===== config.mk =====
export PLATFORM = sky130hd
export DESIGN_NAME = decade_timebase
export DESIGN_NICKNAME = d
export VERILOG_FILES = /design/src/rtl/dtb_pkg.sv /design/src/rtl/dtb_stage.sv /design/src/rtl/dtb_tap_select.sv /design/src/rtl/dtb_gate_toggle.sv /design/src/rtl/decade_timebase.sv
export SDC_FILE = /design/constraint.sdc
export NUM_CORES = 1
export LEC_CHECK = 0
export BUFFER_PORTS_ARGS = -buffer_cell sky130_fd_sc_hd__buf_2
export CORE_MARGIN = 5
export CORE_UTILIZATION = 63
export DETAILED_ROUTE_END_ITERATION = 10
export PLACE_DENSITY = 0.85
export SLEW_MARGIN = 20
export SYNTH_ARGS = -nofsm -noshare
export SYNTH_HDL_FRONTEND = slang
export SYNTH_SLANG_ARGS = --single-unit

===== constraint.sdc =====
create_clock -name clk -period 4.2 [get_ports clk]
set_input_delay 0.42 -clock clk [delete_from_list [all_inputs] [get_ports clk]]
set_output_delay 0.42 -clock clk [all_outputs]
set_load 0.1 [all_outputs]

===== src/rtl/dtb_pkg.sv =====
package dtb_pkg;

    localparam int N_STAGES = 5;
    localparam int RADIX    = 10;
    localparam int SEL_BITS = 3;
    localparam int DIGIT_W  = $clog2(RADIX);
    localparam int HALF     = RADIX / 2;

    typedef logic [DIGIT_W-1:0] digit_t;

    typedef struct packed {
        logic wrap;   // stage rolls from last digit to zero this cycle
        logic fall;   // stage tap goes from high half to low half
    } stage_ev_t;

    function automatic logic digit_last(input digit_t d);
        return d == digit_t'(RADIX - 1);
    endfunction

    function automatic logic digit_pre_fall(input digit_t d);
        return d == digit_t'(HALF - 1);
    endfunction

endpackage


===== src/rtl/dtb_stage.sv =====
module dtb_stage
    import dtb_pkg::*;
(
    input  logic      clk,
    input  logic      rst,
    input  logic      clr,
    input  logic      adv_in,
    output stage_ev_t ev_o
);

    digit_t digit_q;

    always_ff @(posedge clk) begin
        if (rst || clr) begin
            digit_q <= '0;
        end else if (adv_in) begin
            digit_q <= digit_last(digit_q) ? '0 : digit_q + digit_t'(1);
        end
    end

    always_comb begin
        ev_o.wrap = adv_in && digit_last(digit_q);
        ev_o.fall = adv_in && digit_pre_fall(digit_q);
    end

    AST_HOLD_IDLE: assert property (@(posedge clk) disable iff (rst)
        (!adv_in && !clr) |=> $stable(digit_q)) else $error("stage moved without advance");

    AST_WRAP_ZERO: assert property (@(posedge clk) disable iff (rst)
        (adv_in && digit_q == digit_t'(RADIX - 1)) |=> (digit_q == '0)) else $error("stage failed to wrap");

    AST_DIGIT_RANGE: assert property (@(posedge clk) disable iff (rst)
        1'b1 |=> (digit_q < digit_t'(RADIX))) else $error("digit out of range");

endmodule


===== src/rtl/dtb_tap_select.sv =====
module dtb_tap_select
    import dtb_pkg::*;
#(
    parameter int STAGES = N_STAGES,
    parameter int SEL_W  = SEL_BITS
) (
    input  logic [SEL_W-1:0]  sel_code,
    input  logic [STAGES-1:0] falls,
    output logic              sel_ok,
    output logic              pick_fall
);

    always_comb begin
        sel_ok    = 1'b0;
        pick_fall = 1'b0;
        for (int i = 0; i < STAGES; i++) begin
            if (sel_code == SEL_W'(i)) begin
                sel_ok    = 1'b1;
                pick_fall = falls[i];
            end
        end
    end

endmodule


===== src/rtl/dtb_gate_toggle.sv =====
module dtb_gate_toggle (
    input  logic clk,
    input  logic rst,
    input  logic clr,
    input  logic sel_ok,
    input  logic pick_fall,
    output logic gate_q
);

    always_ff @(posedge clk) begin
        if (rst || clr) begin
            gate_q <= 1'b0;
        end else if (!sel_ok) begin
            gate_q <= 1'b0;
        end else if (pick_fall) begin
            gate_q <= ~gate_q;
        end
    end

    AST_INVALID_LOW: assert property (@(posedge clk) disable iff (rst)
        (!sel_ok && !clr) |=> !gate_q) else $error("gate high on invalid code");

    AST_GATE_STEADY: assert property (@(posedge clk) disable iff (rst)
        (sel_ok && !pick_fall && !clr) |=> $stable(gate_q)) else $error("gate moved off tap edge");

endmodule


===== src/rtl/decade_timebase.sv =====
module decade_timebase
    import dtb_pkg::*;
#(
    parameter int STAGES = N_STAGES,
    parameter int SEL_W  = SEL_BITS
) (
    input  logic              clk,
    input  logic              rst,
    input  logic              ref_en,
    input  logic [SEL_W-1:0]  tap_sel,
    output logic              gate_out,
    output logic [STAGES-1:0] tap_en
);

    logic [SEL_W-1:0]  sel_q;
    logic              restart;
    logic [STAGES-1:0] adv;
    logic [STAGES-1:0] wraps;
    logic [STAGES-1:0] falls;
    logic [STAGES-1:0] tap_en_q;
    logic              sel_ok;
    logic              pick_fall;
    stage_ev_t         ev [STAGES];

    assign restart = (tap_sel != sel_q);

    always_ff @(posedge clk) begin
        if (rst) begin
            sel_q <= '0;
        end else if (restart) begin
            sel_q <= tap_sel;
        end
    end

    assign adv[0] = ref_en && !restart;

    for (genvar g = 0; g < STAGES; g++) begin : g_stage
        if (g > 0) begin : g_chain
            assign adv[g] = ev[g-1].wrap;
        end
        dtb_stage u_stage (
            .clk    (clk),
            .rst    (rst),
            .clr    (restart),
            .adv_in (adv[g]),
            .ev_o   (ev[g])
        );
        assign wraps[g] = ev[g].wrap;
        assign falls[g] = ev[g].fall;
    end

    always_ff @(posedge clk) begin
        if (rst || restart) begin
            tap_en_q <= '0;
        end else begin
            tap_en_q <= wraps;
        end
    end

    dtb_tap_select #(
        .STAGES (STAGES),
        .SEL_W  (SEL_W)
    ) u_select (
        .sel_code  (sel_q),
        .falls     (falls),
        .sel_ok    (sel_ok),
        .pick_fall (pick_fall)
    );

    dtb_gate_toggle u_gate (
        .clk       (clk),
        .rst       (rst),
        .clr       (restart),
        .sel_ok    (sel_ok),
        .pick_fall (pick_fall),
        .gate_q    (gate_out)
    );

    assign tap_en = tap_en_q;

    AST_RESTART_CLEAR: assert property (@(posedge clk) disable iff (rst)
        restart |=> (gate_out == 1'b0 && tap_en == '0)) else $error("restart left state");

    AST_IDLE_NO_TAP: assert property (@(posedge clk) disable iff (rst)
        !ref_en |=> (tap_en == '0)) else $error("tap pulse without reference");

    for (genvar h = 1; h < STAGES; h++) begin : g_nest
        AST_TAP_NEST: assert property (@(posedge clk) disable iff (rst)
            tap_en[h] |-> tap_en[h-1]) else $error("slow tap without fast tap");
    end

endmodule


==> metrics.md, run 1 <==
| Metric | Value |
|---|---|
| Run status | `completed` |
| Ant diodes | `0` |
| Maximum vdd drop | `0.250 mV` |
| Port-buffer cells | `11` |
| Largest stage delay, worst path | `930 ps` |
| CTS Sinks | `29` |
| Ports | `12` |
| Share of Yosys cell area claimed by the top area cell type | `0.381` |
| Biggest area consumer among synthesized cells | `dfxtp_1` |
| Count of endpoints failing hold in the final timing report | `0` |
| WL/cell | `15.5 um` |
| Fraction of final layout cells with drive strength greater than 1 | `0.147` |
| Number of storage elements in the synthesis netlist | `29` |
| Worst hold slack | `317 ps` |
| Total placed instance area | `0.00158 mm2` |
| CTS tree | `yes` |
| Count of distinct cell types in the synthesized netlist | `a little over 40` |
| Total negative slack for setup checks | `0 ps` |
| Worst-Skew Late Latency | `330 ps` |
| Endpoints failing setup | `0` |
| Critical path buffer and inverter count | `0` |
| Clock root buffer | `clkbuf_4` |
| Number of max-cap violations | `0` |
| Critical-path cell list | `xor2_1, or4_1, nor3_4, mux2i_1, a21oi_1` |
| Number of global-route vias before repair | `1291` |
| Relative area change from synthesis to final layout | `7.48%` |
| Initial Utilization | `0.675` |
| Seq/Total Area, Yosys | `0.381` |
| Residual DRC count | `0` |
| Post-CTS Setup Repair Bufs | `0` |
| Number of buffers added to fix hold violations after cts | `0` |
| Overall via count from detail_route | `1349` |
| Leading post-synthesis cells by cell area | `dfxtp_1 (38%), nor2b_1 (4.5%), nor2_1 (4.2%)` |
| Number of nets at the end of the flow | `190` |
| GPL Wtd Cong | `0.841` |
| Max Buffers Root-to-Sink | `2` |
| Min-delay worst type | `in2reg` |
| Power per cell area | `287 mW/mm2` |
| Leading register cell type out of synthesis | `dfxtp_1` |
| Register clock-pin slew on the reported worst setup and hold paths | `roughly 90 ps` |
| Total length of routed wires | `3.28 mm` |
| Number of search-and-repair iterations in the first detailed-routing pass | `4` |
| Time the worst path needs with I/O delays and setup | `around 2500 ps` |
| CTS H-tree lvls | `2` |
| Synthesized area per cell | `8.85 um2` |
| Pin count of the biggest net entering global routing | `25` |
| Warnings, synthesis | `0` |
| DIE AREA | `0.00350 mm2` |
| EDFF count, synth | `0` |
| Cell row count | `17` |
| Cell count after synthesis | `172` |
| Synth Net Count | `roughly 180` |
| Post-route clock period utilization | `0.600` |
| Global-route wire length before repair | `5.61 mm` |
| Tightest Pin Transition | `815 ps` |
| Width of the chip | `roughly 60 um` |
| Max Clock Freq | `397 MHz` |
| Core utilization of the finished layout | `0.726` |
| Total routing usage reported by global routing | `0.213` |
| Relative slew slack | `0.456` |
| Worst endpoint data arrival time | `about 2700 ps` |
| Layout Cell Area excl Fill | `between 0.0015 and 0.002 mm2` |
| Startpoint type of the worst setup path | `flip-flop` |
| Category of the worst setup path capture point | `flip-flop` |
| Post-synthesis instance area | `roughly 0.0015 mm2` |
| Die H | `59.2 um` |
| Proportion of synthesized flip-flops having asynchronous set or reset | `0` |
| Resized Gates After CTS | `0` |
| Unrepaired setup endpoints after global routing | `no` |
| Leakage | `0.537 nW` |
| Number of buffers created by CTS | `5` |
| Crit-path leading delay family | `simple AND/OR/NAND/NOR gates` |
| Critical-path maximum fanout | `17` |
| Worst setup path class | `reg2reg` |
| DR iter-0 viols | `30` |
| Antenna violation net count after detailed routing | `0` |
| Required time reported for the critical path endpoint | `4380 ps` |
| Max-slew violation count | `0` |
| Average vias per placed instance | `6.36` |
| Pre-CTS worst setup slack | `1720 ps` |
| Area of the core | `0.00225 mm2` |
| Initial antenna violation count | `0` |
| Cell with the largest stage delay on the worst path | `or4_1` |
| Worst clock skew on the final layout | `between 7 and 8 ps` |
| Final setup margin | `1680 ps` |
| Post-DP HPWL | `2.30 mm` |
| Total gr overflow | `0` |
layout by cell type (no fill, tap or decap), types with 6 or more instances in the layout:
cell type,netlist,routed
nand3_1,9,9
inv_1,7,7
dfxtp_1,29,29
nor2b_1,11,11
a21oi_1,10,10
o21ai_0,9,9
xnor2_1,6,6
xor2_1,6,6
nand2_1,9,9
buf_2,0,11
nor2_1,17,17
synth_stat cells, types with 5 or more instances:
cell type,instances
nand2_1,9
xor2_1,6
inv_1,7
nand3_1,9
nor2b_1,11
o21ai_0,9
nor2_1,17
nor4_1,6
a21oi_1,10
xnor2_1,6
dfxtp_1,29
nor3_1,5
flip-flops by register name, indices dropped and copies added (netlist names):
| register | count |
|---|---|
| g_stage.u_stage.digit_q | 20 |
| sel_q | 3 |
| u_gate.gate_q | 1 |
| tap_en | 5 |
final cells by class:
| type | count | area [um2] |
|---|---|---|
| fillers | 173 | 618 |
| multi-input cells | 130 | 885 |
| well taps | 28 | 35.0 |
| flip-flops and latches | 29 | 581 |
| clock buffers | 7 | 55.1 |
| repair buffers | 11 | 55.1 |
| inverters | 7 | 26.3 |
per-stage QoR:
stage	cells	power, W
after global placement	205	0.000303
after global routing	212	0.000488
final	212	0.000469
after CTS	212	0.000471
after floorplan	172	0.000298
after detailed placement	205	0.000305
kinds of logic after synthesis:
family                 count (synthesis)  share of synthesized area
AO/OA/AOI/OAI                         28                      0.118
XOR/XNOR                              12                     0.0690
buffers and inverters                 13                     0.0419
flip-flops                            29                      0.381
multiplexers                           3                     0.0197
AND/OR/NAND/NOR                       87                      0.371
path summary, 6_finish.rpt:
path                                               startpoint                       endpoint  slack, ps  cells after the start
worst max-delay path                                 sel_q[0]  g_stage[4].u_stage.digit_q[3]       1680                      5
worst min-delay path                                      rst                       sel_q[0]        320                      2
worst min register to register  g_stage[3].u_stage.digit_q[3]  g_stage[3].u_stage.digit_q[3]        530                      2
worst max register to register                       sel_q[0]  g_stage[4].u_stage.digit_q[3]       1680                      5
per-layer routing:
| metal | global-route usage | share of wire | routed length, um | up-vias |
|---|---|---|---|---|
| li1 | - | - | - | 652 |
| met4 | 0.129 | 0.034 | 112 | 0 |
| met5 | 0 | 0 | 0 | - |
| met3 | 0.0610 | 0.058 | 189 | 14 |
| met1 | 0.244 | 0.43 | 1420 | 632 |
| met2 | 0.349 | 0.47 | 1560 | 51 |
power by group:
group	switching (W)	total [W]	internal, W	leakage (nW)
combinational	0.0000133	0.0000197	0.00000631	0.271
sequential	0.00000343	0.000280	0.000276	0.234
clock	0.0000910	0.000170	0.0000788	0.0314
Note: power is estimated with default switching activity, not from simulation.
==> run 2, diff against run 1 <==
CORE_UTILIZATION = 53   (was 63)
PLACE_DENSITY = 0.77   (was 0.85)
clock period = 2.05 ns   (was 4.2 ns; I/O delays follow)
==> metrics.md, run 2 (synthesis results as in run 1) <==
| Metric | Value |
|---|---|
| Run status | `completed` |
| Reg2Reg Setup Slack | `60 ps (-1610 ps)` |
| Global-route wire length before repair | `5.53 mm (-1.4%)` |
| GPL Wtd Cong | `0.800 (-5.0%)` |
| Total routing usage reported by global routing | `0.166 (-0.0472)` |
| Worst hold path stage count | `2 (unchanged)` |
| Pin count of the biggest net entering global routing | `18 (-28%)` |
| Post-CTS Setup Repair Bufs | `0 (unchanged)` |
| Critical-path cell list | `xor2_1, or4_4, buf_12, nor3_4, mux2i_1, a21oi_1` |
| Total placed instance area | `0.00166 mm2 (+5.3%)` |
| Tightest Pin Transition | `486 ps (-330 ps)` |
| Number of buffers added to fix hold violations after cts | `0 (unchanged)` |
| Total length of routed wires | `3.17 mm (-3.6%)` |
| Final setup margin | `64.8 ps (-1610 ps)` |
| Total negative slack for setup checks | `0 ps (unchanged)` |
| Initial Utilization | `0.552 (-0.123)` |
| Startpoint type of the worst setup path | `flip-flop` |
| Most frequent standard cell in the layout excluding fill and tap cells | `dfxtp_1` |
| Sequential share of power | `0.559 (-0.037)` |
| Worst reg2reg startpoint | `sel_q[0]` |
| RR Endpoint | `g_stage[4].u_stage.digit_q[3]` |
| Overall via count from detail_route | `1296 (-3.9%)` |
| Max Clock Freq | `504 MHz (+27%)` |
| Unrepaired setup endpoints after global routing | `no` |
| Ant diodes | `0 (unchanged)` |
| Worst-Skew Late Latency | `330 ps (about the same)` |
| DR iter-0 viols | `46 (+53%)` |
| Switching part of the total power | `0.232 (+0.00263)` |
| Maximum vdd drop | `0.698 mV (+180%)` |
| Min-Delay Endpoint | `sel_q[1]` |
| Share of power burned in combinational logic | `0.047 (+0.005)` |
| Endpoints failing setup | `0 (unchanged)` |
| Largest reg by FF count | `g_stage.u_stage.digit_q` |
| Number of search-and-repair iterations in the first detailed-routing pass | `4 (unchanged)` |
| Crit-path leading delay family | `simple AND/OR/NAND/NOR gates` |
| Placed cell count | `217 (+5.9%)` |
| Layout Cell Area excl Fill | `0.00173 mm2 (+6.0%)` |
| Initial antenna violation count | `0 (unchanged)` |
| Worst Reg2Reg Path Length in Cells | `6 (+1)` |
| Cell row count | `19 (+2)` |
| Fraction of final layout cells with drive strength greater than 1 | `0.201 (+0.0543)` |
| Count of endpoints failing hold in the final timing report | `0 (unchanged)` |
| Area of the core | `0.00276 mm2 (+22%)` |
| Net switching power of the design | `0.000237 W (+120%)` |
| Post-route clock period utilization | `0.968 (+0.368)` |
| Width of the chip | `63.6 um (+7.5%)` |
| Min-delay worst type | `in2reg` |
| Multi-input logic area | `882 um2 (-0.28%)` |
| CTS H-tree lvls | `2 (unchanged)` |
| Overall power of the completed layout | `0.00102 W (+120%)` |
| Number of max-cap violations | `0 (unchanged)` |
| Port-buffer cells | `11 (unchanged)` |
| Cell Int Power | `0.000784 W (+120%)` |
| Critical-path maximum fanout | `17 (unchanged)` |
| Die H | `63.6 um (+7.5%)` |
| Post-Layout Cell Count | `225 (+6.1%)` |
| Total gr overflow | `0 (unchanged)` |
| Category of the worst setup path capture point | `flip-flop` |
| Pre-CTS worst setup slack | `67.0 ps (-1650 ps)` |
| Number of nets at the end of the flow | `199 (+4.7%)` |
| Residual DRC count | `0 (unchanged)` |
| Number of buffers created by CTS | `5 (unchanged)` |
| CTS tree | `yes` |
| Time the worst path needs with I/O delays and setup | `1990 ps (-535 ps)` |
| Ports | `12 (unchanged)` |
| Number of global-route vias before repair | `1253 (-2.9%)` |
| Storage element area | `582 um2 (+0.22%)` |
| Max-slew violation count | `0 (unchanged)` |
| Filler Cells Inserted | `223 (+29%)` |
| Critical path buffer and inverter count | `1 (+1)` |
| Register clock-pin slew on the reported worst setup and hold paths | `100 ps (about the same)` |
| Cell with the largest stage delay on the worst path | `or4_4` |
| DIE AREA | `0.00404 mm2 (+16%)` |
| Worst setup path class | `reg2reg` |
| Antenna violation net count after detailed routing | `0 (unchanged)` |
| Power per cell area | `589 mW/mm2 (+110%)` |
| WL/cell | `14.1 um (-9.1%)` |
| Post-DP HPWL | `2.36 mm (+2.7%)` |
| Hold Startpoint | `rst` |
| Worst endpoint data arrival time | `2200 ps (-500 ps)` |
| CTS Sinks | `29 (unchanged)` |
| Average vias per placed instance | `5.76 (-9.5%)` |
| Max Buffers Root-to-Sink | `2 (unchanged)` |
| Most frequent cells in the layout | `dfxtp_1 (28), nor2_1 (17), nor2b_1 (11), buf_2 (11), a21oi_1 (10)` |
| Clock root buffer | `clkbuf_4` |
| Relative area change from synthesis to final layout | `13.9%` |
| Required time reported for the critical path endpoint | `2270 ps (-2110 ps)` |
| Max reg flops | `20 (unchanged)` |
| Worst clock skew on the final layout | `8.16 ps (+0.665 ps)` |
| Largest stage delay, worst path | `580 ps (-350 ps)` |
| Leakage | `0.599 nW (+12%)` |
| Clock share of power | `0.395 (+0.033)` |
| Relative slew slack | `0.678 (+0.222)` |
-- run 2: timing repair --
item	CTS	global route
endpoints found under the hold margin	0	0
resized for setup	0	2
setup endpoints to repair	0	5
-- run 2: worst max-delay path by stage --
stage / startpoint / end / slack (ps) / depth (start not counted)
detailed placement: sel_q[0] / g_stage[4].u_stage.digit_q[3] / 70 / 6
CTS: sel_q[0] / g_stage[4].u_stage.digit_q[3] / 50 / 6
global route: sel_q[0] / g_stage[4].u_stage.digit_q[3] / 2 / 6
finish: sel_q[0] / g_stage[4].u_stage.digit_q[3] / 60 / 6
floorplan: sel_q[0] / g_stage[2].u_stage.digit_q[3] / 170 / 7
global placement: sel_q[0] / g_stage[4].u_stage.digit_q[3] / 150 / 6
-- run 2: power by group through the flow --
stage          Combinational, W  Clock [W]  Sequential (W)
6_report              0.0000478   0.000403        0.000571
5_1_grt               0.0000527   0.000440        0.000572
4_1_cts               0.0000472   0.000414        0.000570
3_5_place_dp          0.0000471          0        0.000583
2_1_floorplan         0.0000261          0        0.000584
3_3_place_gp          0.0000457          0        0.000583
-- run 2: area by class of cell --
type / count / share of cell area
Multi-Input combinational cell: 130 / 0.509
Sequential cell: 29 / 0.335
Timing Repair Buffer: 20 / 0.0779
Clock buffer: 7 / 0.0375
Tap cell: 31 / 0.0224
Inverter: 7 / 0.0152
Clock inverter: 1 / 0.00289
-- run 2: worst register-to-register path, stage by stage (launching register included) --
cell	delay, ps
dfxtp_1	330
xor2_1	220
or4_4	580
buf_12	170
nor3_4	250
mux2i_1	230
a21oi_1	80
-- run 2: through the flow --
step | hold WS (ps) | utilization
finish | 80.5 | 0.629
global route | 86.9 | 0.629
CTS | 78.1 | 0.627
detailed placement | 433 | 0.602
global placement | 421 | 0.602
floorplan | 277 | -
-- run 2: routing by layer --
| layer | track usage | vias to the layer above | part of all wire |
|---|---|---|---|
| met5 | 0 | - | 0 |
| met4 | 0.0494 | 0 | 0.016 |
| met3 | 0.0426 | 14 | 0.058 |
| met2 | 0.286 | 41 | 0.47 |
| met1 | 0.200 | 578 | 0.45 |
| li1 | - | 663 | - |
